--- config.mk ---
export PLATFORM = sky130hd
export DESIGN_NAME = ssq_store_top
export DESIGN_NICKNAME = d
export VERILOG_FILES = /design/src/rtl/ssq_pkg.sv /design/src/rtl/ssq_ecc_enc.sv /design/src/rtl/ssq_ecc_dec.sv /design/src/rtl/ssq_merge.sv /design/src/rtl/ssq_store_top.sv
export SDC_FILE = /design/constraint.sdc
export NUM_CORES = 1
export LEC_CHECK = 0
export CORE_AREA = 10 10 224 141
export DETAILED_ROUTE_END_ITERATION = 12
export DIE_AREA = 0 0 234 151
export DONT_BUFFER_PORTS = 1
export PLACE_DENSITY_LB_ADDON = 0.25
export SYNTH_ARGS = -nofsm -noshare
export SYNTH_HDL_FRONTEND = slang
export SYNTH_SLANG_ARGS = --single-unit
--- constraint.sdc ---
create_clock -name clk -period 14.54 [get_ports clk]
set_input_delay 2.908 -clock clk [delete_from_list [all_inputs] [get_ports clk]]
set_output_delay 2.908 -clock clk [all_outputs]
set_load 0.02 [all_outputs]
--- src/rtl/ssq_pkg.sv ---
package ssq_pkg;

   typedef enum logic [1:0] {
      ST_IDLE  = 2'd0,
      ST_MERGE = 2'd1,
      ST_FULL  = 2'd2
   } ssq_state_e;

   // number of Hamming parity bits covering n data bits
   function automatic int par_bits(input int n);
      int p;
      p = 0;
      while ((1 << p) < n + p + 1) p++;
      return p;
   endfunction

   // code position (1-based, powers of two skipped) of data bit j
   function automatic int data_pos(input int j);
      int r;
      int cnt;
      r   = 0;
      cnt = 0;
      for (int q = 1; q <= 2 * j + 4; q++) begin
         if (r == 0 && (q & (q - 1)) != 0) begin
            if (cnt == j) r = q;
            cnt++;
         end
      end
      return r;
   endfunction

endpackage

--- src/rtl/ssq_ecc_enc.sv ---
module ssq_ecc_enc import ssq_pkg::*; #(
   parameter int DATA_W = 64,
   parameter int PAR_W  = par_bits(DATA_W)
) (
   input  logic [DATA_W-1:0] data_i,
   output logic [PAR_W:0]    chk_o
);

   initial begin
      assert (PAR_W == par_bits(DATA_W))
         else $error("ssq_ecc_enc: PAR_W does not match DATA_W");
   end

   function automatic logic [DATA_W-1:0] cover_mask(input int i);
      logic [DATA_W-1:0] m;
      for (int j = 0; j < DATA_W; j++)
         m[j] = ((data_pos(j) >> i) & 1) != 0;
      return m;
   endfunction

   logic [PAR_W-1:0] par;

   for (genvar i = 0; i < PAR_W; i++) begin : g_par
      localparam logic [DATA_W-1:0] MASK = cover_mask(i);
      assign par[i] = ^(data_i & MASK);
   end

   assign chk_o = {^{data_i, par}, par};

endmodule

--- src/rtl/ssq_ecc_dec.sv ---
module ssq_ecc_dec import ssq_pkg::*; #(
   parameter int DATA_W = 64,
   parameter int PAR_W  = par_bits(DATA_W),
   parameter int CODE_W = DATA_W + PAR_W + 1
) (
   input  logic [CODE_W-1:0] code_i,
   output logic [DATA_W-1:0] data_o,
   output logic              err_single_o,
   output logic              err_double_o
);

   localparam int LAST_POS = DATA_W + PAR_W;

   logic [PAR_W:0]   recomp;
   logic [PAR_W-1:0] syn;
   logic             ovr;
   logic             in_range;

   ssq_ecc_enc #(.DATA_W(DATA_W), .PAR_W(PAR_W)) u_enc (
      .data_i (code_i[DATA_W-1:0]),
      .chk_o  (recomp)
   );

   assign syn      = code_i[DATA_W +: PAR_W] ^ recomp[PAR_W-1:0];
   // parity over the whole stored word, rebuilt from the recomputed overall bit
   assign ovr      = recomp[PAR_W] ^ (^syn) ^ code_i[CODE_W-1];
   assign in_range = int'(syn) <= LAST_POS;

   for (genvar j = 0; j < DATA_W; j++) begin : g_fix
      localparam int POS = data_pos(j);
      assign data_o[j] = code_i[j] ^ (ovr && (int'(syn) == POS));
   end

   assign err_single_o = ovr && in_range;
   assign err_double_o = (!ovr && (syn != '0)) || (ovr && !in_range);

endmodule

--- src/rtl/ssq_merge.sv ---
module ssq_merge #(
   parameter int DATA_W = 64,
   parameter int SZ_W   = 2,
   parameter int OFF_W  = $clog2(DATA_W / 8)
) (
   input  logic [DATA_W-1:0] old_i,
   input  logic [DATA_W-1:0] din_i,
   input  logic [SZ_W-1:0]   size_i,
   input  logic [OFF_W-1:0]  offs_i,
   output logic [DATA_W-1:0] merged_o
);

   localparam int NB = DATA_W / 8;

   initial begin
      assert ((NB & (NB - 1)) == 0 && NB >= 2)
         else $error("ssq_merge: byte count must be a power of two");
   end

   logic [OFF_W-1:0] span_m1;
   logic [OFF_W-1:0] base;

   assign span_m1 = OFF_W'((1 << size_i) - 1);
   assign base    = offs_i & ~span_m1;

   for (genvar k = 0; k < NB; k++) begin : g_lane
      logic             hit;
      logic [OFF_W-1:0] rel;
      always_comb begin
         hit = (OFF_W'(k) & ~span_m1) == base;
         rel = OFF_W'(k) & span_m1;
         merged_o[8*k +: 8] = hit ? din_i[{rel, 3'b000} +: 8] : old_i[8*k +: 8];
      end
   end

endmodule

--- src/rtl/ssq_store_top.sv ---
module ssq_store_top import ssq_pkg::*; #(
   parameter int ADDR_W = 10,
   parameter int DATA_W = 64,
   parameter int SZ_W   = 2,
   parameter int OFF_W  = $clog2(DATA_W / 8),
   parameter int PAR_W  = par_bits(DATA_W),
   parameter int CODE_W = DATA_W + PAR_W + 1
) (
   input  logic              clk,
   input  logic              rst_n,
   input  logic              req_valid,
   output logic              req_ready,
   input  logic [ADDR_W-1:0] req_addr,
   input  logic [SZ_W-1:0]   req_size,
   input  logic [OFF_W-1:0]  req_offs,
   input  logic [DATA_W-1:0] req_data,
   output logic              mem_rd_en,
   output logic              mem_wr_en,
   output logic [ADDR_W-1:0] mem_addr,
   output logic [CODE_W-1:0] mem_wr_data,
   input  logic [CODE_W-1:0] mem_rd_data,
   output logic              st_done,
   output logic              st_squash,
   output logic              st_uncorr
);

   localparam logic [SZ_W-1:0] SZ_FULL = '1;

   initial begin
      assert ((1 << ((1 << SZ_W) - 1)) == DATA_W / 8)
         else $error("ssq_store_top: largest size code must cover the full word");
      assert (CODE_W == DATA_W + PAR_W + 1)
         else $error("ssq_store_top: CODE_W inconsistent");
   end

   ssq_state_e        st_q, st_d;
   logic [ADDR_W-1:0] addr_q;
   logic [SZ_W-1:0]   size_q;
   logic [OFF_W-1:0]  offs_q;
   logic [DATA_W-1:0] data_q;
   logic              done_q, squash_q, uncorr_q;

   logic              accept;
   logic              full_in;
   logic [DATA_W-1:0] old_fix;
   logic              e_single, e_double;
   logic [DATA_W-1:0] merged;
   logic              silent;
   logic [DATA_W-1:0] wr_src;
   logic [PAR_W:0]    wr_chk;

   assign req_ready = (st_q == ST_IDLE);
   assign accept    = req_valid && req_ready;
   assign full_in   = (req_size == SZ_FULL);

   ssq_ecc_dec #(.DATA_W(DATA_W), .PAR_W(PAR_W), .CODE_W(CODE_W)) u_dec (
      .code_i       (mem_rd_data),
      .data_o       (old_fix),
      .err_single_o (e_single),
      .err_double_o (e_double)
   );

   ssq_merge #(.DATA_W(DATA_W), .SZ_W(SZ_W), .OFF_W(OFF_W)) u_merge (
      .old_i    (old_fix),
      .din_i    (data_q),
      .size_i   (size_q),
      .offs_i   (offs_q),
      .merged_o (merged)
   );

   assign silent = (merged == old_fix);
   assign wr_src = (st_q == ST_FULL) ? data_q : merged;

   ssq_ecc_enc #(.DATA_W(DATA_W), .PAR_W(PAR_W)) u_enc (
      .data_i (wr_src),
      .chk_o  (wr_chk)
   );

   assign mem_rd_en   = accept && !full_in;
   assign mem_addr    = (st_q == ST_IDLE) ? req_addr : addr_q;
   assign mem_wr_data = {wr_chk, wr_src};
   assign mem_wr_en   = (st_q == ST_FULL) ||
                        ((st_q == ST_MERGE) && !e_double && (!silent || e_single));

   always_comb begin
      st_d = st_q;
      case (st_q)
         ST_IDLE:  if (accept) st_d = full_in ? ST_FULL : ST_MERGE;
         default:  st_d = ST_IDLE;
      endcase
   end

   always_ff @(posedge clk) begin
      if (!rst_n) begin
         st_q     <= ST_IDLE;
         addr_q   <= '0;
         size_q   <= '0;
         offs_q   <= '0;
         data_q   <= '0;
         done_q   <= 1'b0;
         squash_q <= 1'b0;
         uncorr_q <= 1'b0;
      end else begin
         st_q     <= st_d;
         if (accept) begin
            addr_q <= req_addr;
            size_q <= req_size;
            offs_q <= req_offs;
            data_q <= req_data;
         end
         done_q   <= (st_q != ST_IDLE);
         squash_q <= (st_q == ST_MERGE) && silent && !e_single && !e_double;
         uncorr_q <= (st_q == ST_MERGE) && e_double;
      end
   end

   assign st_done   = done_q;
   assign st_squash = squash_q;
   assign st_uncorr = uncorr_q;

   // independent byte-lane mask of the store, for the merge check
   logic [DATA_W-1:0] lane_bits;
   assign lane_bits = ({DATA_W{1'b1}} >> (DATA_W - (8 << size_q)))
                      << (8 * (offs_q & ~OFF_W'((1 << size_q) - 1)));

   assert_full_writes_R2: assert property (@(posedge clk) disable iff (!rst_n)
      (accept && full_in) |=> (mem_wr_en && !mem_rd_en));

   assert_port_excl_R3: assert property (@(posedge clk) disable iff (!rst_n)
      !(mem_rd_en && mem_wr_en));

   assert_keep_lanes_R4: assert property (@(posedge clk) disable iff (!rst_n)
      (st_q == ST_MERGE) |-> (((merged ^ old_fix) & ~lane_bits) == '0));

   assert_squash_nowrite_R6: assert property (@(posedge clk) disable iff (!rst_n)
      st_squash |-> ($past(!mem_wr_en) && st_done && !st_uncorr));

   assert_one_fix_R7: assert property (@(posedge clk) disable iff (!rst_n)
      (st_q == ST_MERGE) |-> ($countones(mem_rd_data[DATA_W-1:0] ^ old_fix) <= 1));

   assert_uncorr_nowrite_R8: assert property (@(posedge clk) disable iff (!rst_n)
      st_uncorr |-> ($past(!mem_wr_en) && st_done));

   assert_busy_R9: assert property (@(posedge clk) disable iff (!rst_n)
      accept |=> (!req_ready ##1 req_ready));

endmodule

==> metrics list <==
* Status: finished, final reports clean
- Cell type contributing the most total cell area after synthesis: xnor2_1
- At the pin with the least slew margin, the transition time is ~1.0 ns.
- Die width: 234 um
- In this run the tool buffered the top-level ports with 0 buffer cells.
- For this design the top-level I/O count stands at 242.
* Leading register cell type out of synthesis: dfxtp_1
* Root Driver: clkbuf_16
* TritonCTS clock tree: built
- Row generation in the floorplan step produced 47 rows.
* Leading cell types by count after synthesis: 241 x nand2_1, 206 x xnor2_1, 87 x nor2_1, 84 x dfxtp_1, 83 x a21oi_1
* Time the final worst path needs with I/O delays and setup: 14.18 ns
- CTS HTree Levels: 3
- Clock tree buffer depth: 2
* Proportion of register bits with asynchronous set or reset after synthesis: 0%
* Worst-skew pair later-pin latency: ~0.35 ns
* Number of different library cells in the post-synthesis netlist: 81
* Synth top area share: 16.6%
- In the routed layout, each cell is associated on average with a via count of 6.14.
- Max FO, Critical Path: 40
* Final setup viols: 0
- Final antenna diode count: 0
- In this run the critical register-to-register path is captured at st_squash.
* Origin of the worst setup path: mem_rd_data[19]
* Number of DRC markers after the initial detailed-route iteration: roughly 1,400
- Wires add up to 53.9 mm.
- Setup repair after global routing left no endpoint under its margin.
* Number of global-route vias before repair: approximately 10,000
- Synthesized instance count: 1,399
- Counting every net in the synthesized netlist gives between 1,500 and 2,000.
* Routed wire length per instance: 31.1 um
- After floorplanning, the core was sized to cover 27,300 um^2.
* Pins over their slew limit: 0
* Post-layout net count: approximately 1,500
- Following the worst setup path forward leads to its endpoint at mem_wr_data[71].
- The tool flagged a number of max-cap violations equal to 0.
- Clock sinks: between 80 and 90
* Depth of the worst hold-timing path: 2
- Clock-pin slew was measured on the worst setup and hold paths at 0.06 ns.
- For flop-to-flop paths, the worst setup slack is 9.81 ns.
- Endpoint type of the worst setup path: primary output
- TritonCTS created 9 clock buffers.
- The first global-routing pass estimated 75.3 mm of wire.
* Normalized max-slew margin: between 30 and 40%
* Mean instance size in the synthesized netlist: ~7.8 um^2
- The initial utilization of the core area, before any placement, comes to ~40%.
- Biggest area contributors in the synthesized netlist: xnor2_1 17%, dfxtp_1 15%, nand2_1 8.3%
- For this run, the top clock speed supported by timing is 70.5 MHz.
- Area of the mapped netlist: 10,900 um^2
* Fin. Hold Viols: 0
- 1st-pass router iterations: 6
- Total routing usage reported by global routing: 29.7%
* Detailed Place HPWL: 45.6 mm
- Summing over every cut layer, the via total after detailed routing is 10,600.
* Count of synthesis-stage warnings from yosys: 0
* Placed cells: 1,715
- For this run, the number of standard cells in the final layout without fillers is 1,731.
- The die covers ~35,000 um^2.
- FF-to-FF Start: size_q[1]
- DRC violations left: 0
* Logic depth of the worst register-to-register path: 15
* Endpoint arrival time on the critical path: 11.27 ns
* Layout Skew: 0.00653 ns
- Initial antenna violation count: 1
- From bottom edge to top edge, the die measures ~150 um.
- Ratio of cells with drive above 1 in the final layout: 9.16%
- Adding up every negative setup slack in the final design gives 0 ns.
* Sequential share of the synthesized area: 15.5%
- After layout, the worst setup slack is 0.357 ns.
- At the worst endpoint, the required time is 11.63 ns.
* Hold crit path type: reg2reg
- In this run the remaining antenna-violating nets after routing total 0.
* Largest net degree at the start of global routing: 83
- The final critical path takes up 97.5% of the cycle.
- From synthesis to final layout, the design area changed by 5.92%.
* Final weighted congestion of routability-driven global placement: between 1 and 1.5
- Minimum setup slack after placement: roughly 0.44 ns
- In this run, synthesis inferred 0 flip-flops with an integrated enable.
- The worst setup path is of the in2out kind.
- Seq cells post-synth: 84
* Remaining global-route overflow: 0
- Setup crit start kind: input port
- Most numerous cell in the Yosys netlist: nand2_1
==> flip-flops by register name, summed over array words and instances, names as in the netlist <==
signal	cells
addr_q	10
data_q	64
offs_q	3
size_q	2
st_done	1
st_q	2
st_squash	1
st_uncorr	1
==> stage by stage <==
step	hold slack (ns)	utilization, %	area [um^2]
global placement	0.448	41.2	11200
CTS	0.466	42.2	11500
global route	0.490	42.2	11500
floorplan	0.441	-	10900
detailed placement	0.457	41.2	11200
finish	0.465	42.2	11500
==> how the worst min path moves through the flow <==
stage                     slack [ns]  startpoint         to
after detailed placement        0.46   addr_q[2]  addr_q[2]
after global routing            0.49   addr_q[0]  addr_q[0]
after floorplan                 0.44   addr_q[0]  addr_q[0]
after CTS                       0.47   addr_q[2]  addr_q[2]
final                           0.46   addr_q[2]  addr_q[2]
after global placement          0.45   addr_q[9]  addr_q[9]
==> cells by family after synthesis <==
family | count (synthesis) | share of synthesized area (%)
flops | 84 | 15.5
mux | 49 | 4.74
compound gates | 332 | 20.9
fa+ha+maj | 12 | 1.38
simple gates | 476 | 20.8
xor+xnor | 327 | 32.3
buf+inv | 119 | 4.42
==> final cells by class <==
class | count | area [um^2]
multi-input combinational | 1196 | 8710
clock inverter | 7 | 48.8
fill | 2892 | 15800
inverter | 34 | 128
tap | 367 | 459
timing repair buffer | 34 | 255
clock buffer | 9 | 225
sequential | 84 | 1680
==> cells in the final DEF, fill, tap and decap left out, drive strengths merged, types with 6 or more instances in the layout <==
master  instances
xnor3          39
or2             7
nand2         241
dfxtp          84
a221oi          9
a31oi           7
nor2           87
a21oi          86
a211oi          7
o22a            6
nand4          11
o22ai          12
xnor2         214
nor4b          22
inv            37
ha             12
a21boi         82
xor2           71
and2            9
buf            34
mux2           20
o21ai          54
nand3          27
or3             9
mux2i          29
nor3           41
clkbuf          9
==> critical path: stages <==
cell and delay, ns:
xnor2_1 0.23, xnor3_1 0.45, xor2_1 0.46, xnor2_1 0.17, xnor2_1 0.45, xnor2_1 0.30
inv_1 0.12, ha_1 0.35, xnor2_1 0.20, xnor2_1 0.11, xnor2_1 0.21, xnor3_1 0.38
xnor3_2 0.27, xnor3_2 0.74, buf_4 0.32, nor3_1 0.28, xor2_1 0.42, a221o_2 0.45
xor2_1 0.46, xnor3_1 0.57, xnor2_1 0.19, xnor2_1 0.29, xnor3_1 0.38, xnor3_1 0.52
==> per-layer routing <==
metal	share of wire, %	global-route usage (%)
met3	16	16.4
met4	1.6	5.08
met1	44	40.9
met5	0.50	5.39
met2	38	39.1
==> what timing repair did <==
item	4_1_cts	5_1_grt
setup buffers	0	0
hold buffers	0	0
resized for setup	0	1
setup endpoints to repair	0	1
Power is not shown: default switching activity piles up to over one toggle a cycle in this logic, so the estimate is an artifact.
